`config.mk`:
```
export PLATFORM = sky130hd
export DESIGN_NAME = pt_search
export DESIGN_NICKNAME = d
export VERILOG_FILES = /design/src/rtl/pt_search_pkg.sv /design/src/rtl/pt_hash.sv /design/src/rtl/pt_scan_ctl.sv /design/src/rtl/pt_match.sv /design/src/rtl/pt_search.sv
export SDC_FILE = /design/constraint.sdc
export NUM_CORES = 1
export LEC_CHECK = 0
export BUFFER_PORTS_ARGS = -buffer_cell sky130_fd_sc_hd__buf_2
export CORE_ASPECT_RATIO = 1.2
export CORE_MARGIN = 1.5
export CORE_UTILIZATION = 40
export CTS_CLUSTER_SIZE = 14
export DETAILED_ROUTE_END_ITERATION = 10
export PLACE_DENSITY = 0.71
export SYNTH_ARGS = -nofsm -noshare
export SYNTH_HDL_FRONTEND = slang
export SYNTH_SLANG_ARGS = --single-unit
```
`constraint.sdc`:
```
create_clock -name clk_i -period 3.9 [get_ports clk_i]
set_input_delay 0.585 -clock clk_i [delete_from_list [all_inputs] [get_ports clk_i]]
set_output_delay 0.585 -clock clk_i [all_outputs]
set_load 0.02 [all_outputs]
```
`src/rtl/pt_search_pkg.sv`:
```
package pt_search_pkg;
  localparam int VSID_W = 24;
  localparam int WORD_W = 32;
  localparam int HASH_W = 19;
  localparam int PIDX_W = 16;
  localparam int MEM_AW = 30;
  localparam int HBIT   = 6;

  typedef enum logic [2:0] {
    ST_IDLE,
    ST_SCAN,
    ST_DRAIN,
    ST_DECIDE,
    ST_WAIT1
  } state_e;
endpackage

```
`src/rtl/pt_hash.sv`:
```
module pt_hash
  import pt_search_pkg::*;
#(
  parameter int GRP_SH = 6
) (
  input  logic [VSID_W-1:0] vsid_i,
  input  logic [31:0]       ea_i,
  input  logic [31:0]       tbl_reg_i,
  output logic [MEM_AW-1:0] pri_grp_o,
  output logic [MEM_AW-1:0] sec_grp_o,
  output logic [WORD_W-1:0] cmp_o
);
  logic [HASH_W-1:0] mask, hash;
  logic [31:0] base, pri_off, sec_off, pri_b, sec_b;

  assign mask    = {tbl_reg_i[8:0], 10'h3FF};
  assign hash    = {{(HASH_W-PIDX_W){1'b0}}, ea_i[27:12]} ^ vsid_i[HASH_W-1:0];
  assign base    = {tbl_reg_i[31:16], 16'h0000};
  assign pri_off = 32'(hash & mask) << GRP_SH;
  assign sec_off = pri_off ^ (32'(mask) << GRP_SH);
  // table is aligned to its size, so OR acts as add
  assign pri_b   = base | pri_off;
  assign sec_b   = base | sec_off;
  assign pri_grp_o = pri_b[31:2];
  assign sec_grp_o = sec_b[31:2];
  assign cmp_o   = {1'b1, vsid_i, 1'b0, ea_i[27:22]};

  logic unused_bits;
  assign unused_bits = ^{pri_b[1:0], sec_b[1:0], tbl_reg_i[15:9], ea_i[31:28], ea_i[21:0]};
endmodule

```
`src/rtl/pt_scan_ctl.sv`:
```
module pt_scan_ctl
  import pt_search_pkg::*;
#(
  parameter int SLOTS = 8,
  localparam int SLOT_W = $clog2(SLOTS),
  localparam int IDX_W  = SLOT_W + 1,
  localparam int NSCAN  = 2 * SLOTS
) (
  input  logic              clk_i,
  input  logic              rst_ni,
  input  logic              start_i,
  input  logic              found_i,
  input  logic [IDX_W-1:0]  hit_idx_i,
  input  logic [MEM_AW-1:0] pri_grp_i,
  input  logic [MEM_AW-1:0] sec_grp_i,
  output logic              accept_o,
  output logic              busy_o,
  output logic              mem_rd_o,
  output logic [MEM_AW-1:0] mem_addr_o,
  output logic              rsp_v_o,
  output logic [IDX_W-1:0]  rsp_idx_o,
  output logic              w1_cap_o,
  output logic              done_o
);
  state_e state_q, state_d;
  logic [IDX_W-1:0] req_q;
  logic rsp_v_q, done_q;
  logic [IDX_W-1:0] rsp_idx_q;

  assign accept_o = (state_q == ST_IDLE) && start_i;
  assign busy_o   = (state_q != ST_IDLE);
  assign w1_cap_o = (state_q == ST_WAIT1);

  always_comb begin
    mem_rd_o   = 1'b0;
    mem_addr_o = '0;
    state_d    = state_q;
    unique case (state_q)
      ST_IDLE: if (start_i) state_d = ST_SCAN;
      ST_SCAN: begin
        mem_rd_o   = 1'b1;
        mem_addr_o = (req_q[SLOT_W] ? sec_grp_i : pri_grp_i)
                   | MEM_AW'({req_q[SLOT_W-1:0], 1'b0});
        if (req_q == IDX_W'(NSCAN - 1)) state_d = ST_DRAIN;
      end
      ST_DRAIN: state_d = ST_DECIDE;
      ST_DECIDE: begin
        if (found_i) begin
          mem_rd_o   = 1'b1;
          mem_addr_o = (hit_idx_i[SLOT_W] ? sec_grp_i : pri_grp_i)
                     | MEM_AW'({hit_idx_i[SLOT_W-1:0], 1'b1});
          state_d    = ST_WAIT1;
        end else begin
          state_d    = ST_IDLE;
        end
      end
      ST_WAIT1: state_d = ST_IDLE;
      default:  state_d = ST_IDLE;
    endcase
  end

  always_ff @(posedge clk_i or negedge rst_ni) begin
    if (!rst_ni) begin
      state_q   <= ST_IDLE;
      req_q     <= '0;
      rsp_v_q   <= 1'b0;
      rsp_idx_q <= '0;
      done_q    <= 1'b0;
    end else begin
      state_q   <= state_d;
      rsp_v_q   <= (state_q == ST_SCAN);
      rsp_idx_q <= req_q;
      done_q    <= ((state_q == ST_DECIDE) && !found_i) || (state_q == ST_WAIT1);
      if (accept_o) req_q <= '0;
      else if (state_q == ST_SCAN) req_q <= req_q + 1'b1;
    end
  end

  assign rsp_v_o   = rsp_v_q;
  assign rsp_idx_o = rsp_idx_q;
  assign done_o    = done_q;

  AST_NO_READ_IDLE: assert property (@(posedge clk_i) disable iff (!rst_ni)
    !busy_o |-> !mem_rd_o);
  AST_SCAN_STRIDE: assert property (@(posedge clk_i) disable iff (!rst_ni)
    (state_q == ST_SCAN && req_q[SLOT_W-1:0] != '0) |-> mem_addr_o == $past(mem_addr_o) + 2);
  AST_DONE_PULSE: assert property (@(posedge clk_i) disable iff (!rst_ni)
    done_o |=> !done_o);
endmodule

```
`src/rtl/pt_match.sv`:
```
module pt_match
  import pt_search_pkg::*;
#(
  parameter int SLOTS = 8,
  localparam int SLOT_W = $clog2(SLOTS),
  localparam int IDX_W  = SLOT_W + 1
) (
  input  logic              clk_i,
  input  logic              rst_ni,
  input  logic              clr_i,
  input  logic              rsp_v_i,
  input  logic [IDX_W-1:0]  rsp_idx_i,
  input  logic [WORD_W-1:0] rdata_i,
  input  logic [WORD_W-1:0] cmp_i,
  input  logic              w1_cap_i,
  output logic              found_o,
  output logic [IDX_W-1:0]  idx_o,
  output logic [WORD_W-1:0] word0_o,
  output logic [WORD_W-1:0] word1_o,
  output logic              dup_o
);
  logic [WORD_W-1:0] cmp_eff;
  logic match;
  logic found_q, dup_q;
  logic [IDX_W-1:0] idx_q;
  logic [WORD_W-1:0] w0_q, w1_q;

  assign cmp_eff = cmp_i | (WORD_W'(rsp_idx_i[SLOT_W]) << HBIT);
  assign match   = rsp_v_i && (rdata_i == cmp_eff);

  always_ff @(posedge clk_i or negedge rst_ni) begin
    if (!rst_ni) begin
      found_q <= 1'b0;
      dup_q   <= 1'b0;
      idx_q   <= '0;
      w0_q    <= '0;
      w1_q    <= '0;
    end else if (clr_i) begin
      found_q <= 1'b0;
      dup_q   <= 1'b0;
      idx_q   <= '0;
      w0_q    <= '0;
      w1_q    <= '0;
    end else begin
      if (match) begin
        if (!found_q) begin
          found_q <= 1'b1;
          idx_q   <= rsp_idx_i;
          w0_q    <= rdata_i;
        end else begin
          dup_q   <= 1'b1;
        end
      end
      if (w1_cap_i) w1_q <= rdata_i;
    end
  end

  assign found_o = found_q;
  assign idx_o   = idx_q;
  assign word0_o = w0_q;
  assign word1_o = w1_q;
  assign dup_o   = dup_q;

  AST_FIRST_HOLDS: assert property (@(posedge clk_i) disable iff (!rst_ni)
    (found_q && !clr_i) |=> (idx_q == $past(idx_q)) && (w0_q == $past(w0_q)));
endmodule

```
`src/rtl/pt_search.sv`:
```
module pt_search
  import pt_search_pkg::*;
#(
  parameter int SLOTS = 8,
  localparam int SLOT_W = $clog2(SLOTS),
  localparam int IDX_W  = SLOT_W + 1,
  localparam int GRP_SH = SLOT_W + 3
) (
  input  logic              clk_i,
  input  logic              rst_ni,
  input  logic              start_i,
  input  logic [VSID_W-1:0] vsid_i,
  input  logic [31:0]       ea_i,
  input  logic [31:0]       tbl_reg_i,
  output logic              busy_o,
  output logic              done_o,
  output logic              hit_o,
  output logic              secondary_o,
  output logic [SLOT_W-1:0] slot_o,
  output logic              dup_o,
  output logic [WORD_W-1:0] word0_o,
  output logic [WORD_W-1:0] word1_o,
  output logic              mem_rd_o,
  output logic [MEM_AW-1:0] mem_addr_o,
  input  logic [WORD_W-1:0] mem_rdata_i
);
  logic [VSID_W-1:0] vsid_q;
  logic [31:0] ea_q, reg_q;
  logic accept, found, rsp_v, w1_cap;
  logic [IDX_W-1:0] hit_idx, rsp_idx;
  logic [MEM_AW-1:0] pri_grp, sec_grp;
  logic [WORD_W-1:0] cmp;

  always_ff @(posedge clk_i or negedge rst_ni) begin
    if (!rst_ni) begin
      vsid_q <= '0;
      ea_q   <= '0;
      reg_q  <= '0;
    end else if (accept) begin
      vsid_q <= vsid_i;
      ea_q   <= ea_i;
      reg_q  <= tbl_reg_i;
    end
  end

  pt_hash #(.GRP_SH(GRP_SH)) u_hash (
    .vsid_i    (vsid_q),
    .ea_i      (ea_q),
    .tbl_reg_i (reg_q),
    .pri_grp_o (pri_grp),
    .sec_grp_o (sec_grp),
    .cmp_o     (cmp)
  );

  pt_scan_ctl #(.SLOTS(SLOTS)) u_ctl (
    .clk_i      (clk_i),
    .rst_ni     (rst_ni),
    .start_i    (start_i),
    .found_i    (found),
    .hit_idx_i  (hit_idx),
    .pri_grp_i  (pri_grp),
    .sec_grp_i  (sec_grp),
    .accept_o   (accept),
    .busy_o     (busy_o),
    .mem_rd_o   (mem_rd_o),
    .mem_addr_o (mem_addr_o),
    .rsp_v_o    (rsp_v),
    .rsp_idx_o  (rsp_idx),
    .w1_cap_o   (w1_cap),
    .done_o     (done_o)
  );

  pt_match #(.SLOTS(SLOTS)) u_match (
    .clk_i     (clk_i),
    .rst_ni    (rst_ni),
    .clr_i     (accept),
    .rsp_v_i   (rsp_v),
    .rsp_idx_i (rsp_idx),
    .rdata_i   (mem_rdata_i),
    .cmp_i     (cmp),
    .w1_cap_i  (w1_cap),
    .found_o   (found),
    .idx_o     (hit_idx),
    .word0_o   (word0_o),
    .word1_o   (word1_o),
    .dup_o     (dup_o)
  );

  assign hit_o       = found;
  assign secondary_o = hit_idx[SLOT_W];
  assign slot_o      = hit_idx[SLOT_W-1:0];

  AST_HBIT_GROUP: assert property (@(posedge clk_i) disable iff (!rst_ni)
    (done_o && hit_o) |-> (word0_o[HBIT] == secondary_o));
  AST_VALID_HIT: assert property (@(posedge clk_i) disable iff (!rst_ni)
    (done_o && hit_o) |-> word0_o[WORD_W-1]);
  AST_WORD1_READ: assert property (@(posedge clk_i) disable iff (!rst_ni)
    (done_o && hit_o) |-> ($past(mem_rd_o, 2) && $past(mem_addr_o[0], 2)));
  AST_DUP_ON_HIT: assert property (@(posedge clk_i) disable iff (!rst_ni)
    (done_o && !hit_o) |-> !dup_o);
  AST_MISS_EMPTY: assert property (@(posedge clk_i) disable iff (!rst_ni)
    (done_o && !hit_o) |-> (word0_o == '0 && word1_o == '0));
endmodule

```
After elaboration in Yosys (flattened, before gate mapping)
Cells that the tools add are included.

Register bits after elaboration: 167. Bits of input ports: 123. Output and inout bits: 103. Word-level logic and storage cells: 70.

Add/sub/neg operators: 1. Equal/unequal tests: 9. Multiplexer cells: 25. Bitwise operators: 8. Reduce and logical (&&, ||, !) cells: 14.

Operator list (number): two-way mux 32 bit (5); two-way mux 30 bit (3); OR 32 bit (2); OR 30 x 4 -> 30 bit (2); case mux 30 bit (2 select lines) (1); equality test 32 bit (1); OR 32 x 7 -> 32 bit (1); XOR 32 x 25 -> 32 bit (1); two-way mux 4 bit (5); AND 19 bit (1); XOR 16 x 19 -> 19 bit (1); case mux 3 bit (4 select lines) (1); two-way mux 3 bit (3); nonzero test 2 bit (4); equality test 3 x 2 -> 1 bit, second input constant (2); two-way mux 1 bit (6); AND reduction 2 bit (3); adder 4 x 1 -> 4 bit, second input constant (1); equality test 4 bit, second input constant (1); inequality test 2 bit, second input constant (2); equality test 3 x 1 -> 1 bit, second input constant (1); equality test 3 bit, second input constant (1); logical AND 1 bit (3); zero test 3 bit (1); other kinds (5) (5).

Depth between registers and ports, before layout
Depth after elaboration: 8. Depth in mapped cells: 7. Mapped depth without buffers: 6.

By module
A second synthesis with hierarchy kept.

Cell total of the unflattened synthesis: 708. Area total of the unflattened synthesis: 8650.8 µm².

Modules (own cells, without submodules): pt_match (instances 1, cells each 314, area each 3574.7 µm², sequential area each 1751.7 µm²); pt_search (instances 1, cells each 186, area each 3343.2 µm², sequential area each 2202.1 µm²); pt_scan_ctl (instances 1, cells each 99, area each 973.4 µm², sequential area each 325.3 µm²); pt_hash (instances 1, cells each 109, area each 759.5 µm², sequential area each 0.0 µm²).

Worst setup path after synthesis
OpenSTA, ideal clock, no wires.

Kind: register -> output. From: reg u_ctl.state_q[2]. To: out mem_addr_o[10]. Arrival: 1753 ps. Path slack: 1562 ps. Cell stages (with the launch flop): 7. Path through: dfrtp_1 -> nor2b_1 -> nand3_1 -> inv_1 -> a22oi_2 -> buf_2 -> mux2i_1.

Word-level cells in the longest chain between the ends: 2.

RTL lines: start: declaration (line pt_scan_ctl.sv:25) `state_e state_q, state_d;`; start signal: assignment (line pt_scan_ctl.sv:70) `state_q <= state_d;`; equality test 3 x 2 -> 1 bit / equality test 3 x 1 -> 1 bit (equally long branches) (line pt_scan_ctl.sv:38) `unique case (state_q)`; case mux 30 bit (2 select lines) (*) (line pt_scan_ctl.sv:38); end: declaration (line pt_search.sv:24) `output logic [MEM_AW-1:0] mem_addr_o,`.

Mark *: on every way between the ends. The rest lies on a longest branch, timed or not.

Worst setup path in the final report
From: reg u_ctl.state_q[2]. To: out mem_addr_o[16].

Same word-level chain as after synthesis.

==> impl_metrics.ini <==
[critical_path]
worstPathArrival_ps = 2470
crit_end = mem_addr_o[16]
cp-start-kind = register
crit_path_cell_trace = nor2b_1 > nand3_1 > o22a_1 > mux2i_1 > a22o_1 > buf_2
r2r.worst_path.cells = 6
end_kind = primary output
cp.required_ps = 3310
crit_path_top_delay_cell = o22a_1
reg2reg_from = vsid_q[3]
r2r_end = u_match.word0_o[16]
path_max_fanout = 16
critical_path_class = reg2out
cp-startpoint = u_ctl.state_q[2]
crit_path_max_incr_delay_ps = 490
rrSetupSlack_ps = 1390

[detailed_routing]
route.vias.total = 5276
detail_route.wl_per_cell_um = 16.07
drtPass1Iterations = 5
dr.first_iter.drc_count = 311
drc_errors = 0
avgViaCountPerCell = 4.863
detail-route-antenna-nets = 0
wl_mm = 17.44

[clocking]
cts_root_buf = clkbuf_16
holdBufCountCts = 0
cts_buffer_depth = 2
path_clk_slew_ps = 60
cts_num_sinks = 148
numCtsBuffers = 17
htreeDepth = 4
clk_latency_ps = 420
ctsResizeCount = 0
cts_setup_buffers = 0
tritoncts = yes

[floorplanning]
dieArea_um2 = 17440
rows = 51
coreArea_um2 = 16270
initial_utilization_pct = 40.95
io_pins = 226
die_h_um = 144.4
fp.dieW_um = 120.8

[run_status]
outcome = complete, no violations

[place]
port_buffers = 202
dp_hpwl_mm = 12.45
dp.cells = 1051
pre_cts_slack_ps = 1004
gp_congestion = 0.7930

[sta]
tightest_slew_ps = 1284
fin_worst_skew_ps = 7.846
tns_ps = 0
fin_ws_ps = 848.1
drv_slew = 0
finalHoldViolCount = 0
min_period_ps = 3052
maxSlewHeadroom_pct = 14.40
grt_setup_unrepaired = no
fin_crit_sh_pct = 78.25
setup_viol = 0
max_freq_ghz = 0.3277

[global_routing]
use_met2_pct = 32.83
antenna_found_initial = 2
grt_max_degree = 94
grt_pass1_wl_mm = 27.17
grt_pass1_vias = 4951
met3_usage_pct = 4.614
globalRouteMet1Util_pct = 27.33
busiest_layer = met2
grt_usage_pct = 20.51
overflow = 0

[pwr]
total_power_mw = 6.079
power.leakage_nw = 4.575
ir_drop_uv = 377.2
powerDensity_nw_per_um2 = 720.5

[layout]
nFillCells = 1564
syn_to_final_growth_pct = 26.65
utilization_pct = 51.86
most-common-layout-cells = 270 x nand2_1, 201 x buf_2, 148 x dfrtp_1
final_common_cell = nand2_1
drive_gt1_share_pct = 28.93
nets = 982
fin_cells = 1085

[logic_synthesis]
netlist_area_um2 = 6663
avgSynthCellArea_um2 = 9.989
syn-num-nets = 791
synth_seq_area_share_pct = 55.59
yosys_warnings = 0
synthCells = 667
synthDistinctLibCells = 32
synth-seq-cells = 148

[hold_path]
worst_hold_path_type = in2async

[flow_run]
maxCapViolCount = 0
-- routing by layer --
metal / part of all wire (%) / vias to the layer above
li1: - / 2570
met1: 45 / 2518
met2: 48 / 166
met3: 5.6 / 22
met4: 1.8 / 0
met5: 0 / -
-- per-stage QoR --
stage | area (um2) | hold WS, ps
3_3_place_gp | 7841 | 451.9
5_1_grt | 8436 | 309.5
6_report | 8438 | 234.6
4_1_cts | 8433 | 272.0
2_1_floorplan | 6663 | 289.4
3_5_place_dp | 7841 | 458.7
-- flip-flops by register name, indices dropped and copies added, names as in the netlist --
name / cells
reg_q: 25
u_ctl.rsp_v_o: 1
u_match.dup_o: 1
u_match.word1_o: 32
u_ctl.req_q: 4
u_ctl.state_q: 3
u_ctl.rsp_idx_o: 4
u_match.word0_o: 32
u_match.found_o: 1
u_match.idx_o: 4
vsid_q: 24
ea_q: 16
u_ctl.done_o: 1
-- Yosys cell counts --
library cell	number	area, um2
nand2_1	271	1017
dfrtp_1	148	3704
mux2i_1	51	510.5
a22o_1	44	385.4
xor2_1	33	289.0
clkbuf_1	31	116.4
xnor2_1	23	201.4
and2_1	9	56.30
nor2_1	7	26.28
nor4_1	7	43.79
a21oi_1	4	20.02
inv_1	4	15.01
buf_12	3	60.06
buf_2	3	15.01
nand2b_1	3	18.77
nand4_1	3	18.77
o22ai_1	3	18.77
buf_1	2	7.510
nand3_1	2	10.01
nor2b_1	2	12.51
nor3_1	2	10.01
o21a_1	2	15.01
a22oi_2	1	12.51
a31o_2	1	8.760
buf_6	1	11.26
ha_1	1	12.51
inv_2	1	3.750
nor3_2	1	10.01
nor4_2	1	12.51
o21ai_1	1	5.000
o22a_1	1	8.760
or2_2	1	6.260
-- area by class of cell --
class / count / area, um2 / share of cell area [%]
antenna: 2 / 5.005 / 0.05931
clock buffer: 18 / 429.2 / 5.086
clock inverter: 14 / 162.7 / 1.928
inverter: 5 / 18.77 / 0.2224
multi-input combinational: 474 / 2749 / 32.58
sequential: 148 / 3704 / 43.89
tap: 212 / 265.3 / 3.144
timing repair buffer: 212 / 1105 / 13.09
-- power by group --
| group | total (mW) | internal, mW | switching [mW] |
|---|---|---|---|
| logic | 2.19 | 0.865 | 1.33 |
| registers | 2.25 | 1.91 | 0.340 |
| clock network | 1.64 | 1.00 | 0.641 |
-- worst max-delay path: cells and delay by family, from the launching register on --
kind	cells	cell delay, ps
AOI/OAI and AO/OA	2	660
and+or+nand+nor	2	520
buffers and inverters	1	160
DFF	1	440
muxes	1	270
-- logic make-up (layout without fill, tap and decap cells) --
family,count (synthesis),in the layout,synth area share (%)
DFF,148,148,55.59
adders and majority gates,1,1,0.1878
other,0,2,0
xor gates and xnor gates,56,56,7.361
muxes,51,51,7.662
AOI/OAI and AO/OA,57,57,7.117
and+or+nand+nor,309,309,18.65
buffers and inverters,45,249,3.436
-- how the worst min path moves through the flow --
stage          depth (start not counted)  slack (ps)   endpoint
2_1_floorplan                          0         290   ea_q[12]
3_3_place_gp                           2         450  reg_q[28]
3_5_place_dp                           2         460  reg_q[25]
4_1_cts                                1         270  reg_q[30]
5_1_grt                                1         310  reg_q[30]
6_report                               1         230  reg_q[30]
Power figures use the tool's default switching activity.
